==> src/rtl/xcvr_pkg.sv <==
package xcvr_pkg;
  // default width of each data path
  parameter int unsigned XCVR_W = 18;
  // number of synchronizer stages on the reset release
  parameter int unsigned XCVR_RST_STAGES = 2;
endpackage

==> src/rtl/xcvr_reset_sync.sv <==
module xcvr_reset_sync #(
  parameter int unsigned STAGES = 2
) (
  input  logic clk,
  input  logic rst_n,
  output logic rst_q_n
);
  logic [STAGES-1:0] chain_q;
  logic [STAGES-1:0] chain_d;

  always_comb begin
    chain_d = {chain_q[STAGES-2:0], 1'b1};
  end

  always_ff @(posedge clk or negedge rst_n) begin
    if (!rst_n) chain_q <= '0;
    else        chain_q <= chain_d;
  end

  assign rst_q_n = chain_q[STAGES-1];
endmodule

==> src/rtl/xcvr_lane.sv <==
module xcvr_lane #(
  parameter int unsigned W      = 18,
  parameter bit          OE_LOW = 1'b0
) (
  input  logic         clk,
  input  logic         rst_n,
  input  logic [W-1:0] din,
  input  logic         le,
  input  logic         stb,
  input  logic         oe_pin,
  output logic [W-1:0] dout,
  output logic         drive
);
  logic         stb_q;
  logic         stb_fall;
  logic         load;
  logic [W-1:0] hold_q;
  logic [W-1:0] hold_d;
  logic         en;

  // enable polarity picked per direction
  if (OE_LOW) begin : g_oe_low
    assign en = ~oe_pin;
  end else begin : g_oe_high
    assign en = oe_pin;
  end

  // next-state: load while transparent, or on a sampled falling strobe
  always_comb begin
    stb_fall = stb_q & ~stb;
    load     = le | stb_fall;
    hold_d   = hold_q;
    if (load) hold_d = din;
  end

  always_ff @(posedge clk or negedge rst_n) begin
    if (!rst_n) begin
      stb_q  <= 1'b0;
      hold_q <= '0;
    end else begin
      stb_q <= stb;
      if (load) hold_q <= hold_d;
    end
  end

  // output select: input directly when transparent, stored value otherwise
  always_comb begin
    dout  = '0;
    drive = en;
    if (en) dout = le ? din : hold_q;
  end
endmodule

==> src/rtl/xcvr_top.sv <==
module xcvr_top
  import xcvr_pkg::*;
#(
  parameter int unsigned W = XCVR_W
) (
  input  logic         clk,
  input  logic         rst_n,
  input  logic [W-1:0] a_in,
  input  logic [W-1:0] b_in,
  input  logic         oe_ab,
  input  logic         oe_ba_n,
  input  logic         le_ab,
  input  logic         le_ba,
  input  logic         clk_ab,
  input  logic         clk_ba,
  output logic [W-1:0] b_out,
  output logic         b_oe,
  output logic [W-1:0] a_out,
  output logic         a_oe
);
  logic rst_q_n;

  xcvr_reset_sync #(.STAGES(XCVR_RST_STAGES)) i_rst (
    .clk     (clk),
    .rst_n   (rst_n),
    .rst_q_n (rst_q_n)
  );

  // A toward B, enable active high
  xcvr_lane #(.W(W), .OE_LOW(1'b0)) i_lane_ab (
    .clk    (clk),
    .rst_n  (rst_q_n),
    .din    (a_in),
    .le     (le_ab),
    .stb    (clk_ab),
    .oe_pin (oe_ab),
    .dout   (b_out),
    .drive  (b_oe)
  );

  // B toward A, enable active low
  xcvr_lane #(.W(W), .OE_LOW(1'b1)) i_lane_ba (
    .clk    (clk),
    .rst_n  (rst_q_n),
    .din    (b_in),
    .le     (le_ba),
    .stb    (clk_ba),
    .oe_pin (oe_ba_n),
    .dout   (a_out),
    .drive  (a_oe)
  );
endmodule

==> config.mk <==
export PLATFORM = sky130hd
export DESIGN_NAME = xcvr_top
export DESIGN_NICKNAME = d
export VERILOG_FILES = /design/src/rtl/xcvr_pkg.sv /design/src/rtl/xcvr_reset_sync.sv /design/src/rtl/xcvr_lane.sv /design/src/rtl/xcvr_top.sv
export SDC_FILE = /design/constraint.sdc
export NUM_CORES = 1
export LEC_CHECK = 0
export BUFFER_PORTS_ARGS = -buffer_cell sky130_fd_sc_hd__buf_2
export CAP_MARGIN = 20
export CORE_ASPECT_RATIO = 1.1
export CORE_MARGIN = 10
export CORE_UTILIZATION = 49
export DETAILED_ROUTE_END_ITERATION = 6
export PLACE_DENSITY_LB_ADDON = 0.25
export SLEW_MARGIN = 15
export SYNTH_ARGS = -nofsm -noshare
export SYNTH_HDL_FRONTEND = slang
export SYNTH_SLANG_ARGS = --single-unit
==> constraint.sdc <==
create_clock -name clk -period 1.42 [get_ports clk]
set_input_delay 0.142 -clock clk [delete_from_list [all_inputs] [get_ports clk]]
set_output_delay 0.142 -clock clk [all_outputs]
set_load 0.05 [all_outputs]
* After elaboration in Yosys (flattened, before gate mapping)
Cells that the tools add are included.
** Word-level totals
- Output and inout bits :: 38
- Register bits after elaboration :: 40
- Logic and storage cells :: 16
- Bits of input ports :: 44
** Operators by class
- Bitwise gates (word level) :: 7
- Muxes and demuxes :: 4
** Operator list (number)
- two-way mux 18 bit :: 4
- inverter 1 bit :: 3
- AND 1 bit :: 2
- OR 1 bit :: 2

* Logic depth before layout (Yosys ltp)
- Word-level depth :: 3
- Mapped depth :: 4
- Depth with buffers taken out :: 3

* Cells and area by module
From an unflattened synthesis, not the netlist that was laid out.
** Second synthesis, totals
- Cell total of the unflattened synthesis :: 164
- Area total of the unflattened synthesis :: 2165.8 um2
** Modules (own cells, without submodules)
- xcvr_lane (i_lane_ab) :: seq. area each 475.5 um2, area an instance 1078.5 um2, instances 1, cells each 80
- xcvr_lane (i_lane_ba) :: seq. area each 475.5 um2, area an instance 1033.5 um2, instances 1, cells each 81
- xcvr_reset_sync :: seq. area each 50.0 um2, area an instance 53.8 um2, instances 1, cells each 3

* Worst setup path after synthesis
Ideal clock, no wire load.
- Path kind :: input to output
- Start :: input port le_ab
- End :: output port b_out[10]
- Path slack :: -0.004 ns
- Arrival time :: 1.282 ns
- Data required time :: 1.278 ns
- Stages :: 4
- Buffers on the path :: 2
- Cell sequence :: buf_6 > buf_4 > mux2i_1 > nor2b_1
** On the way
- Longest elaborated chain between the ends :: 2
** RTL lines
- start, declared :: RTL line xcvr_top.sv:12 : input logic le_ab,
- two-way mux 18 bit (2 in series) :: RTL line xcvr_lane.sv:50 : if (en) dout = le ? din : hold_q;
- end, declared :: RTL line xcvr_top.sv:16 : output logic [W-1:0] b_out,
No other way between the ends.

* Worst setup path in the final report
- Start :: input port clk_ab
- End :: register i_lane_ab.hold_q[7]
** On the way
- Longest elaborated chain between the ends :: 3
** RTL lines
- start, declared :: RTL line xcvr_top.sv:14 : input logic clk_ab,
- inverter 1 bit :: RTL line xcvr_lane.sv:30 : stb_fall = stb_q & ~stb;
- AND 1 bit :: RTL line xcvr_lane.sv:30
- OR 1 bit :: RTL line xcvr_lane.sv:31 : load = le | stb_fall;
- end signal, assigned :: RTL line xcvr_lane.sv:42 : if (load) hold_q <= hold_d;
- end, declared :: RTL line xcvr_lane.sv:17 : logic [W-1:0] hold_q;
No other way between the ends.
A chain may end at the register's enable or synchronous reset.

==> results.md <==
- Number of synthesized register bits: 40
- Clock Power Share: 0.304
- Final-report hold violation count: 0
- H-tree depth reported by CTS: 2
- Antenna violations before repair: 0
- Area of all placed cells without fillers: 2816 sq um
- Avg Vias per Cell: 4.877
- Switching share of power: 0.3073
- Die Outline Area: 7483 sq um
- Post-DRT Antenna Nets: 0
- Dpl cells: 297
- Highest Signal Layer: met4
- Worst path bufs/invs: 4
- Final #Nets: 297
- Fraction of layout cells with a size suffix above 1: 0.5709
- Initial Utilization: 0.5054
- Number of unique standard cell types used by synthesis: 14
- Number of cells produced by synthesis: 164
- CTS tree: done
- Synth warnings: 0
- Crit. End Element: flip-flop
- Worst Setup Slack, final: 63.54 ps
- Global placer's final weighted congestion: 0.6914
- Power share of the combinational group: 0.280
- Maximum number of pins on one net before global-route repair: 21
- Hold slack: 94.48 ps
- Relative contribution of sequential cells to total power: 0.416
- Standard cell core area: 4285 sq um
- First DRT Iteration DRCs: 28
- Slowest cell delay on critical path: 520 ps
- Standby leakage power: 1.483 nW
- Syn_area_per_cell: 13.21 sq um
- Final core utilization: 0.6572
- Total track usage: 0.1212
- Max-slew violations: 0
- Net count of the mapped netlist: 208
- Data arrival time of the critical path: 1530 ps
- Placement-stage cell area: 2665 sq um
- Overall Power: 3.132 mW
- TritonCTS Buffers: 5
- CTS sink count: 40
- Critical path, cell by cell: dlygate4sd3_1 > buf_2 > inv_1 > a21oi_4 > buf_4 > mux2_2
- Pre-CTS setup slack: 163.2 ps
- DRC violation count after routing: 0
- RSZ-0062 raised after global routing: no
- # diodes: 0
- Critical-path maximum fanout: 10
- Clk_skew: 6.222 ps
- Detailed-router iteration count before antenna repair: 4
- Die Height: 89.73 um
- Vias in the first global route: 1,685
- Routed wirelength normalized by instance count: 14.74 um
- Fmax: 737.2 MHz
- Worst Path Required: 1600 ps
- TNS Setup: 0 ps
- Cell type group with the largest total delay on the critical path: buffers and inverters
- Logic depth of the worst path, buffers included: 6
- Maximum root-to-sink buffer count: 2
- Overall routed net length: 4540 um
- Area growth syn-to-layout: 30.04%
- Worst min path class: in -> reg
- Met3 wire length: 469 um
- Net switching power figure: 0.9626 mW
- Global-route wire length before repair: 7790 um
- Setup violation total in the final timing report: 0
- Power density over the cells: 1112 nW/um^2
- Met1 Routed Length: 1987 um
- IO Count: 82
- Status: finished clean
- Post-Syn Area: 2166 sq um
- Worst r2r path cells: 3
- Non-filler cells in the finished layout: 308
- Total via count after detailed routing: 1,502
- Congestion Overflow GR: 0
- Horiz. Die Dim: 83.39 um
- Worst Setup Path Type: in -> reg
- Internal portion of total power: 2.170 mW
- Worst-path clk slew: 80 ps
- PortBufs: 81
- Critical-path top delay cell: sky130_fd_sc_hd__dlygate4sd3_1
- # rows: 25
- Tcrit/Tclk final: 0.9553
- Peak ir drop on the vdd network: 0.8190 mV
- Type of origin of the critical path: primary input
- Clock latency of the later-clocked register in the worst-skew pair: 290 ps
- Max-cap viol count: 0
- Cell chosen for the clock root: sky130_fd_sc_hd__clkbuf_8
- Routed wire length on met2: 2045 um
- Sequential share of the synthesized area: 0.4622
- Detailed Place HPWL: 3502 um
- Worst hold stages: 2
- Quantity of gates resized following cts: 0
- Clock period minus final worst setup slack: 1356 ps
- Postcts setup bufs: 0
-- flip-flops by register name, indices dropped and copies added, names as in the netlist --
register and flops:
i_lane_ab.hold_q 18, i_lane_ba.hold_q 18, i_rst.chain_q 2, i_lane_ab.stb_q 1
i_lane_ba.stb_q 1
-- per-layer routing --
| layer | track usage | vias up |
|---|---|---|
| li1 | - | 735 |
| met1 | 0.1449 | 700 |
| met2 | 0.1843 | 61 |
| met3 | 0.06679 | 6 |
| met4 | 0.02983 | 0 |
| met5 | 0 | - |
-- path summary, 6_finish.rpt --
kind                             startpoint              endpoint  slack, ps
setup / recovery                     clk_ab   i_lane_ab.hold_q[7]         60
hold / removal                     b_in[14]  i_lane_ba.hold_q[14]         90
setup reg to reg            i_lane_ba.stb_q   i_lane_ba.hold_q[0]        170
hold reg to reg            i_rst.chain_q[1]  i_lane_ba.hold_q[13]        220
max in group asynchronous  i_rst.chain_q[1]   i_lane_ab.hold_q[4]        980
min in group asynchronous             rst_n      i_rst.chain_q[1]        160
-- final cells by class --
type	count	area [sq um]
repair buffers	92	533.0
multi-input cells	111	1082
fillers	332	1469
flip-flops and latches	40	1001
inverters	3	11.26
clock inverters	2	38.79
well taps	54	67.56
clock buffers	6	82.58
-- power by group through the flow --
stage               registers (mW)  clock network, mW  logic, mW
floorplan                     1.32                  0      0.662
global placement              1.32                  0      0.872
detailed placement            1.32                  0      0.880
CTS                           1.30              0.989      0.888
global route                  1.32               1.05      0.940
finish                        1.30              0.953      0.876
-- synthesized netlist by cell type, drive strengths merged --
cell / instances / area, sq um
dfrtp: 40 / 1001
mux2: 36 / 480.5
mux2i: 36 / 360.4
nor2: 18 / 67.56
nor2b: 18 / 112.6
buf: 8 / 88.83
inv: 3 / 11.26
a21oi: 2 / 32.53
clkbuf: 2 / 7.510
conb: 1 / 3.750
-- cell usage in the layout, fill, tap and decap left out --
cell	Yosys	layout
sky130_fd_sc_hd__buf_2	0	81
sky130_fd_sc_hd__dfrtp_1	40	40
sky130_fd_sc_hd__mux2i_1	36	36
sky130_fd_sc_hd__mux2_4	20	20
sky130_fd_sc_hd__nor2_1	18	18
sky130_fd_sc_hd__mux2_2	16	16
sky130_fd_sc_hd__nor2b_2	0	10
sky130_fd_sc_hd__nor2b_1	18	8
sky130_fd_sc_hd__clkbuf_8	0	6
sky130_fd_sc_hd__buf_4	3	5
sky130_fd_sc_hd__inv_1	3	3
sky130_fd_sc_hd__dlygate4sd3_1	0	3
sky130_fd_sc_hd__buf_12	2	3
sky130_fd_sc_hd__a21oi_4	2	2
sky130_fd_sc_hd__bufinv_16	0	1
sky130_fd_sc_hd__clkinv_4	0	1
sky130_fd_sc_hd__conb_1	1	1
-- logic make-up after synthesis --
| logic type | count (synthesis) | share of synthesized area |
|---|---|---|
| flip-flops | 40 | 0.4622 |
| AND/OR/NAND/NOR | 36 | 0.08319 |
| other | 1 | 0.001731 |
| multiplexers | 72 | 0.3882 |
| AO/OA/AOI/OAI | 2 | 0.01502 |
| buffers and inverters | 13 | 0.04968 |
-- what timing repair did --
item | CTS | global route
hold endpoints to repair | 4 | 0
hold buffers | 3 | 0
endpoints found under the setup margin | 0 | 0
No activity file was read; power rests on OpenSTA's default activity.
